## config.mk

```make
export PLATFORM = sky130hd
export DESIGN_NAME = kwdt_top
export DESIGN_NICKNAME = d
export VERILOG_FILES = /design/src/rtl/kwdt_pkg.sv /design/src/rtl/kwdt_shadow.sv /design/src/rtl/kwdt_cfg.sv /design/src/rtl/kwdt_presc.sv /design/src/rtl/kwdt_cnt.sv /design/src/rtl/kwdt_top.sv
export SDC_FILE = /design/constraint.sdc
export NUM_CORES = 1
export LEC_CHECK = 0
export ABC_AREA = 0
export BUFFER_PORTS_ARGS = -buffer_cell sky130_fd_sc_hd__buf_2
export CAP_MARGIN = 20
export CORE_MARGIN = 1
export CORE_UTILIZATION = 58
export DETAILED_ROUTE_END_ITERATION = 8
export PLACE_DENSITY = 0.82
export SKIP_CTS_REPAIR_TIMING = 1
export SLEW_MARGIN = 20
export SYNTH_ARGS = -nofsm -noshare
export SYNTH_HDL_FRONTEND = slang
export SYNTH_SLANG_ARGS = --single-unit
```

## constraint.sdc

```tcl
create_clock -name clk -period 3.05 [get_ports clk]
set_input_delay 0.61 -clock clk [delete_from_list [all_inputs] [get_ports clk]]
set_output_delay 0.61 -clock clk [all_outputs]
set_load 0.02 [all_outputs]
```

## src/rtl/kwdt_pkg.sv

```systemverilog
package kwdt_pkg;
  localparam int          KEY_W      = 16;
  localparam logic [15:0] KEY_UNLOCK = 16'h5555;
  localparam logic [15:0] KEY_FEED   = 16'hAAAA;
  localparam logic [15:0] KEY_START  = 16'hCCCC;

  localparam logic [1:0] ADDR_KEY  = 2'd0;
  localparam logic [1:0] ADDR_DIV  = 2'd1;
  localparam logic [1:0] ADDR_RLD  = 2'd2;
  localparam logic [1:0] ADDR_STAT = 2'd3;

  localparam int DIV_CODE_W = 3;
  localparam int PCNT_W     = 8;

  // Terminal count of the prescaler: divider minus one; code 7 repeats the largest divider.
  function automatic logic [PCNT_W-1:0] div_last(input logic [DIV_CODE_W-1:0] code);
    logic [PCNT_W-1:0] v;
    case (code)
      3'd0:    v = 8'd3;
      3'd1:    v = 8'd7;
      3'd2:    v = 8'd15;
      3'd3:    v = 8'd31;
      3'd4:    v = 8'd63;
      3'd5:    v = 8'd127;
      default: v = 8'd255;
    endcase
    return v;
  endfunction
endpackage

```

## src/rtl/kwdt_shadow.sv

```systemverilog
module kwdt_shadow #(
  parameter int             W       = 3,
  parameter int             TICKS   = 3,
  parameter logic [W-1:0]   RST_VAL = '0
) (
  input  logic         clk,
  input  logic         rst_n,
  input  logic         tick_i,
  input  logic         load_i,
  input  logic [W-1:0] val_i,
  output logic         busy_o,
  output logic [W-1:0] eff_o
);
  localparam int CW = $clog2(TICKS + 1);
  localparam logic [CW-1:0] LAST = CW'(TICKS - 1);

  logic          busy_q, busy_n;
  logic [CW-1:0] cnt_q, cnt_n;
  logic [W-1:0]  eff_q, eff_n;

  always_comb begin
    busy_n = busy_q;
    cnt_n  = cnt_q;
    eff_n  = eff_q;
    if (load_i) begin
      busy_n = 1'b1;
      cnt_n  = '0;
    end else if (busy_q && tick_i) begin
      if (cnt_q == LAST) begin
        busy_n = 1'b0;
        eff_n  = val_i;
      end else begin
        cnt_n = cnt_q + 1'b1;
      end
    end
  end

  always_ff @(posedge clk or negedge rst_n) begin
    if (!rst_n) begin
      busy_q <= 1'b0;
      cnt_q  <= '0;
      eff_q  <= RST_VAL;
    end else begin
      busy_q <= busy_n;
      cnt_q  <= cnt_n;
      eff_q  <= eff_n;
    end
  end

  assign busy_o = busy_q;
  assign eff_o  = eff_q;
endmodule

```

## src/rtl/kwdt_cfg.sv

```systemverilog
module kwdt_cfg
  import kwdt_pkg::*;
#(
  parameter int RL_W = 12
) (
  input  logic                  clk,
  input  logic                  rst_n,
  input  logic                  wr_en_i,
  input  logic [1:0]            wr_addr_i,
  input  logic [KEY_W-1:0]      wr_data_i,
  input  logic                  running_i,
  output logic                  unlocked_o,
  output logic                  start_o,
  output logic                  feed_o,
  output logic                  div_wr_o,
  output logic                  rld_wr_o,
  output logic [DIV_CODE_W-1:0] div_q_o,
  output logic [RL_W-1:0]       rld_q_o
);
  logic                  unl_q, unl_n;
  logic [DIV_CODE_W-1:0] div_q, div_n;
  logic [RL_W-1:0]       rld_q, rld_n;
  logic                  key_wr;

  assign key_wr   = wr_en_i && (wr_addr_i == ADDR_KEY);
  assign start_o  = key_wr && (wr_data_i == KEY_START) && !running_i;
  assign feed_o   = key_wr && (wr_data_i == KEY_FEED) && running_i;
  assign div_wr_o = wr_en_i && (wr_addr_i == ADDR_DIV) && unl_q;
  assign rld_wr_o = wr_en_i && (wr_addr_i == ADDR_RLD) && unl_q;

  always_comb begin
    unl_n = unl_q;
    div_n = div_q;
    rld_n = rld_q;
    if (key_wr && (wr_data_i == KEY_UNLOCK)) unl_n = 1'b1;
    else if (feed_o)                         unl_n = 1'b0;
    if (div_wr_o) div_n = wr_data_i[DIV_CODE_W-1:0];
    if (rld_wr_o) rld_n = wr_data_i[RL_W-1:0];
  end

  always_ff @(posedge clk or negedge rst_n) begin
    if (!rst_n) begin
      unl_q <= 1'b0;
      div_q <= '0;
      rld_q <= '1;
    end else begin
      unl_q <= unl_n;
      div_q <= div_n;
      rld_q <= rld_n;
    end
  end

  assign unlocked_o = unl_q;
  assign div_q_o    = div_q;
  assign rld_q_o    = rld_q;
endmodule

```

## src/rtl/kwdt_presc.sv

```systemverilog
module kwdt_presc
  import kwdt_pkg::*;
(
  input  logic                  clk,
  input  logic                  rst_n,
  input  logic                  en_i,
  input  logic                  clr_i,
  input  logic [DIV_CODE_W-1:0] code_i,
  output logic                  ptick_o
);
  logic [PCNT_W-1:0] pcnt_q, pcnt_n;
  logic [PCNT_W-1:0] last;
  logic              wrap;

  assign last    = div_last(code_i);
  assign wrap    = (pcnt_q >= last);
  assign ptick_o = en_i && wrap && !clr_i;

  always_comb begin
    pcnt_n = pcnt_q;
    if (clr_i)      pcnt_n = '0;
    else if (en_i)  pcnt_n = wrap ? '0 : pcnt_q + 1'b1;
  end

  always_ff @(posedge clk or negedge rst_n) begin
    if (!rst_n) pcnt_q <= '0;
    else        pcnt_q <= pcnt_n;
  end
endmodule

```

## src/rtl/kwdt_cnt.sv

```systemverilog
module kwdt_cnt #(
  parameter int RL_W = 12
) (
  input  logic            clk,
  input  logic            rst_n,
  input  logic            start_i,
  input  logic            feed_i,
  input  logic            ptick_i,
  input  logic [RL_W-1:0] rld_i,
  output logic            running_o,
  output logic            req_o,
  output logic [RL_W-1:0] cnt_o
);
  logic            run_q, run_n;
  logic            pend_q, pend_n;
  logic            req_q, req_n;
  logic [RL_W-1:0] cnt_q, cnt_n;

  always_comb begin
    run_n  = run_q;
    pend_n = pend_q;
    req_n  = 1'b0;
    cnt_n  = cnt_q;
    if (start_i) begin
      run_n  = 1'b1;
      pend_n = 1'b0;
      cnt_n  = rld_i;
    end else if (run_q) begin
      if (ptick_i) begin
        pend_n = 1'b0;
        if (feed_i || pend_q) begin
          cnt_n = rld_i;
        end else if (cnt_q == '0) begin
          req_n = 1'b1;
          cnt_n = rld_i;
        end else begin
          cnt_n = cnt_q - 1'b1;
        end
      end else if (feed_i) begin
        pend_n = 1'b1;
      end
    end
  end

  always_ff @(posedge clk or negedge rst_n) begin
    if (!rst_n) begin
      run_q  <= 1'b0;
      pend_q <= 1'b0;
      req_q  <= 1'b0;
      cnt_q  <= '1;
    end else begin
      run_q  <= run_n;
      pend_q <= pend_n;
      req_q  <= req_n;
      cnt_q  <= cnt_n;
    end
  end

  assign running_o = run_q;
  assign req_o     = req_q;
  assign cnt_o     = cnt_q;
endmodule

```

## src/rtl/kwdt_top.sv

```systemverilog
module kwdt_top
  import kwdt_pkg::*;
#(
  parameter int RL_W       = 12,
  parameter int BUSY_TICKS = 3
) (
  input  logic        clk,
  input  logic        rst_n,
  input  logic        tick_i,
  input  logic        wr_en_i,
  input  logic [1:0]  wr_addr_i,
  input  logic [15:0] wr_data_i,
  input  logic [1:0]  rd_addr_i,
  output logic [15:0] rd_data_o,
  input  logic        dbg_halt_i,
  input  logic        dbg_freeze_en_i,
  output logic        rst_req_o
);
  logic                  running, unlocked, start_cmd, feed_cmd;
  logic                  div_wr, rld_wr, div_busy, rld_busy;
  logic                  frozen, ptick, count_en;
  logic [DIV_CODE_W-1:0] div_q, div_eff;
  logic [RL_W-1:0]       rld_q, rld_eff, cnt_q;

  assign frozen   = dbg_halt_i && dbg_freeze_en_i;
  assign count_en = running && tick_i && !frozen;

  kwdt_cfg #(.RL_W(RL_W)) u_cfg (
    .clk(clk), .rst_n(rst_n),
    .wr_en_i(wr_en_i), .wr_addr_i(wr_addr_i), .wr_data_i(wr_data_i),
    .running_i(running),
    .unlocked_o(unlocked), .start_o(start_cmd), .feed_o(feed_cmd),
    .div_wr_o(div_wr), .rld_wr_o(rld_wr),
    .div_q_o(div_q), .rld_q_o(rld_q)
  );

  kwdt_shadow #(.W(DIV_CODE_W), .TICKS(BUSY_TICKS), .RST_VAL('0)) u_div_sh (
    .clk(clk), .rst_n(rst_n), .tick_i(tick_i), .load_i(div_wr),
    .val_i(div_q), .busy_o(div_busy), .eff_o(div_eff)
  );

  kwdt_shadow #(.W(RL_W), .TICKS(BUSY_TICKS), .RST_VAL('1)) u_rld_sh (
    .clk(clk), .rst_n(rst_n), .tick_i(tick_i), .load_i(rld_wr),
    .val_i(rld_q), .busy_o(rld_busy), .eff_o(rld_eff)
  );

  kwdt_presc u_presc (
    .clk(clk), .rst_n(rst_n), .en_i(count_en), .clr_i(start_cmd),
    .code_i(div_eff), .ptick_o(ptick)
  );

  kwdt_cnt #(.RL_W(RL_W)) u_cnt (
    .clk(clk), .rst_n(rst_n), .start_i(start_cmd), .feed_i(feed_cmd),
    .ptick_i(ptick), .rld_i(rld_eff),
    .running_o(running), .req_o(rst_req_o), .cnt_o(cnt_q)
  );

  always_comb begin
    case (rd_addr_i)
      ADDR_DIV:  rd_data_o = 16'(div_q);
      ADDR_RLD:  rd_data_o = 16'(rld_q);
      ADDR_STAT: rd_data_o = {14'd0, rld_busy, div_busy};
      default:   rd_data_o = '0;
    endcase
  end
endmodule

```

==> metrics.md <==
| Metric | Value |
|---|---|
| Run status | `complete, no violations` |
| Wire length per cell | `16.56 um` |
| Mux contribution to synthesized area | `0.1298` |
| Port bufs | `38` |
| TritonCTS clock tree | `yes` |
| Global Route Usage Sum | `0.2591` |
| Vias in the first global route | `2496` |
| Crit path time final | `2.813 ns` |
| First-pass GRT wire length | `11.79 mm` |
| Largest net degree at the start of global routing | `35` |
| Drt first pass iters | `6` |
| Routed vias | `2509` |
| Dpl cells | `409` |
| Die area | `5975 um^2` |
| Die Span X | `77.30 um` |
| CP startpoint kind | `flip-flop` |
| Worst setup EP type | `flip-flop` |
| DR iter-0 viols | `155` |
| Clock Power Share | `0.441` |
| Post-DP HPWL | `5.040 mm` |
| Nets | `388` |
| FF+latch count, synth | `60` |
| Post-Synth Adder-Cell Area | `0.05327` |
| Antenna violations before repair | `0` |
| Max IR drop VDD | `0.2824 mV` |
| Gate power share | `0.037` |
| Grt ovf | `0` |
| Initial cell density of the core | `0.6008` |
| FFs w/ async S/R, synth | `1.000` |
| Die height | `77.30 um` |
| RePlAce Congestion | `0.8350` |
| Critical path data arrival time | `3.08 ns` |
| Seq pwr share | `0.522` |
| Layout Area Growth over Synthesis | `13.09%` |
| Psw | `0.3391 mW` |
| Cell Pwr Density | `411.7 nW/um^2` |
| Vias per Instance | `5.904` |
| Share of cells above drive strength 1 | `0.3598` |
| Clock sink count | `60` |
| Clock tree buffer depth | `2` |
| CTS root buf | `clkbuf_8` |
| Clk_lat worst skew | `0.34 ns` |
| Compound-Gate Fraction of Synth Area | `0.1073` |
| N_diodes | `0` |
| Total length of routed wires | `7.039 mm` |
| FILL cells | `424` |
| Period utilization | `0.9223` |
| Yosys top cell by area | `dfstp_2` |
| Critical-path maximum fanout | `21` |
| Synth unique cells | `48` |
| Synth Flop Type | `dfstp_2` |
| Area of the core | `5473 um^2` |
| Synthesized area | `3288 um^2` |
| DRC viols | `0` |
| Clk_skew | `0.008096 ns` |
| Overall power | `1.531 mW` |
| Sequential area share after synthesis | `0.4703` |
| CTS H-tree lvls | `3` |
| # Max-Cap Violations | `0` |
| Ports | `43` |
| RSZ-0062 raised after global routing | `false` |
| Num rows | `27` |
| # setup viols final | `0` |
| Fmax | `355.5 MHz` |
| Simple-gate share of the synthesized area | `0.1937` |
| Worst Tran Pin Value | `0.7602 ns` |
| Post-Synth XOR/XNOR Area | `0.01065` |
| Yosys warning count | `0` |
| EDFF count, synth | `0` |
| Area contributors post-synth | `dfstp_2 29%, dfrtp_1 18%, mux2_2 9.9%, ha_1 5.3%, nand2_1 3.2%` |
| Post-Synthesis Cells | `305` |
| Top-area cell type share of the netlist area | `0.2877` |
| Reg clk slew, reported paths | `0.07 ns` |
| CTS Buf Count | `9` |
| Final Hold Fails | `0` |
| Worst hold path type | `input pin to async pin` |
| Final ANT Viol Nets | `0` |
| Setup TNS Final | `0 ns` |
| Leakage Power | `1.730 nW` |
| Crit path required time | `3.32 ns` |
| Fin cells | `425` |
| Switching Fraction | `0.2215` |
| Syn Area/Cell | `10.78 um^2` |
| Kind of critical path | `flip-flop to flip-flop` |
| Cell-internal power | `1.192 mW` |
| Slew Viols, Final | `0` |
| Largest family of logic cells by synthesized area | `simple AND/OR/NAND/NOR gates` |
| Worst slew margin | `0.4932` |
## placed cells by master (no fill, tap or decap), types with 2 or more instances in the layout
master     count
inv_1         10
buf_4          4
nor2_1        17
nand3_1        5
a31oi_1        3
and3_1         6
nand4_1        2
xnor2_1        2
mux2_2        29
clkbuf_1       2
buf_2         38
a311oi_1       2
a22o_1         3
mux2i_1       10
o2111ai_1      2
dfstp_2       36
conb_1         4
or3_1          4
nand2_1       28
and2_1        14
nor4bb_1       5
and4bb_1       2
nand3b_1       5
nand4b_1       2
a21o_1         2
nor3_1         7
clkinv_2       3
dfrtp_1       24
o2bb2ai_1      8
xor2_1         2
ha_1          14
o21ai_0       20
clkbuf_8       9
and4_1         2
nor2b_1        3
a21oi_1       10
## metal layers
metal / global-route usage / share of wire / routed length, um
met2: 0.4177 / 0.49 / 3416
met5: 0 / 0 / 0
met3: 0.04881 / 0.034 / 239
met1: 0.3323 / 0.46 / 3269
met4: 0.1321 / 0.016 / 115
## worst max-delay path: stages, from the launching register on
cell	delay [ns]
dfrtp_1	0.41
inv_1	0.13
ha_1	0.24
a311oi_1	0.25
ha_1	0.20
a21o_1	0.09
a21oi_1	0.08
o221ai_2	0.34
a21o_1	0.56
o21ai_0	0.18
a22o_1	0.26
## worst paths after layout
path	startpoint	end	slack, ns	depth (start not counted)
setup reg to reg	u_div_sh.eff_o[2]	u_cnt.cnt_o[7]	0.24	10
max in group asynchronous	rst_n	u_cfg.rld_q_o[2]	1.93	2
min in group clk	u_cnt.cnt_o[6]	u_cnt.cnt_o[6]	0.49	1
setup / recovery	u_div_sh.eff_o[2]	u_cnt.cnt_o[7]	0.24	10
hold reg to reg	u_cnt.cnt_o[6]	u_cnt.cnt_o[6]	0.49	1
hold / removal	rst_n	u_cnt.pend_q	0.35	1
## synth_stat cells, types with 6 or more instances
master and instances:
a21oi_1 10, and2_1 14, and3_1 6, dfrtp_1 24, dfstp_2 36, ha_1 14
inv_1 10, mux2_2 29, mux2i_1 10, nand2_1 28, nor2_1 17, nor3_1 7
o21ai_0 20, o2bb2ai_1 8
## cells by family after synthesis
logic type	Yosys count
multiplexers	39
AO/OA/AOI/OAI	54
XOR/XNOR	4
AND/OR/NAND/NOR	110
flip-flops	60
buffers and inverters	23
other	1
adder cells (fa/ha/maj)	14
## power by group through the flow
| stage | clock network [mW] | registers [mW] | logic, mW |
|---|---|---|---|
| floorplan | 0 | 0.812 | 0.0178 |
| global placement | 0 | 0.812 | 0.0560 |
| detailed placement | 0 | 0.812 | 0.0571 |
| CTS | 0.688 | 0.799 | 0.0572 |
| global route | 0.714 | 0.799 | 0.0630 |
| finish | 0.676 | 0.799 | 0.0563 |
## cell type report
| class | instances | area (um^2) | share of cell area |
|---|---|---|---|
| inverters | 10 | 37.54 | 0.01009 |
| well taps | 72 | 90.09 | 0.02423 |
| flip-flops and latches | 60 | 1546 | 0.4159 |
| repair buffers | 42 | 220.2 | 0.05922 |
| multi-input cells | 225 | 1642 | 0.4415 |
| clock inverters | 5 | 51.30 | 0.01380 |
| clock buffers | 11 | 131.4 | 0.03533 |
## stage by stage
stage	utilization	instance area [um^2]	setup slack, ns	hold WS, ns
detailed placement	0.6461	3536	0.2591	0.4711
finish	0.6795	3719	0.2370	0.3495
floorplan	-	3299	0.5666	0.3144
global placement	0.6461	3536	0.3674	0.4541
CTS	0.6795	3719	0.2521	0.3491
global route	0.6795	3719	0.03193	0.3905
## flip-flops by register name, indices dropped and copies added (netlist names), 2 cells and up
name,flops
u_cfg.div_q_o,3
u_cfg.rld_q_o,12
u_cnt.cnt_o,12
u_div_sh.cnt_q,2
u_div_sh.eff_o,3
u_presc.pcnt_q,8
u_rld_sh.cnt_q,2
u_rld_sh.eff_o,12
Power figures use the tool's default switching activity.
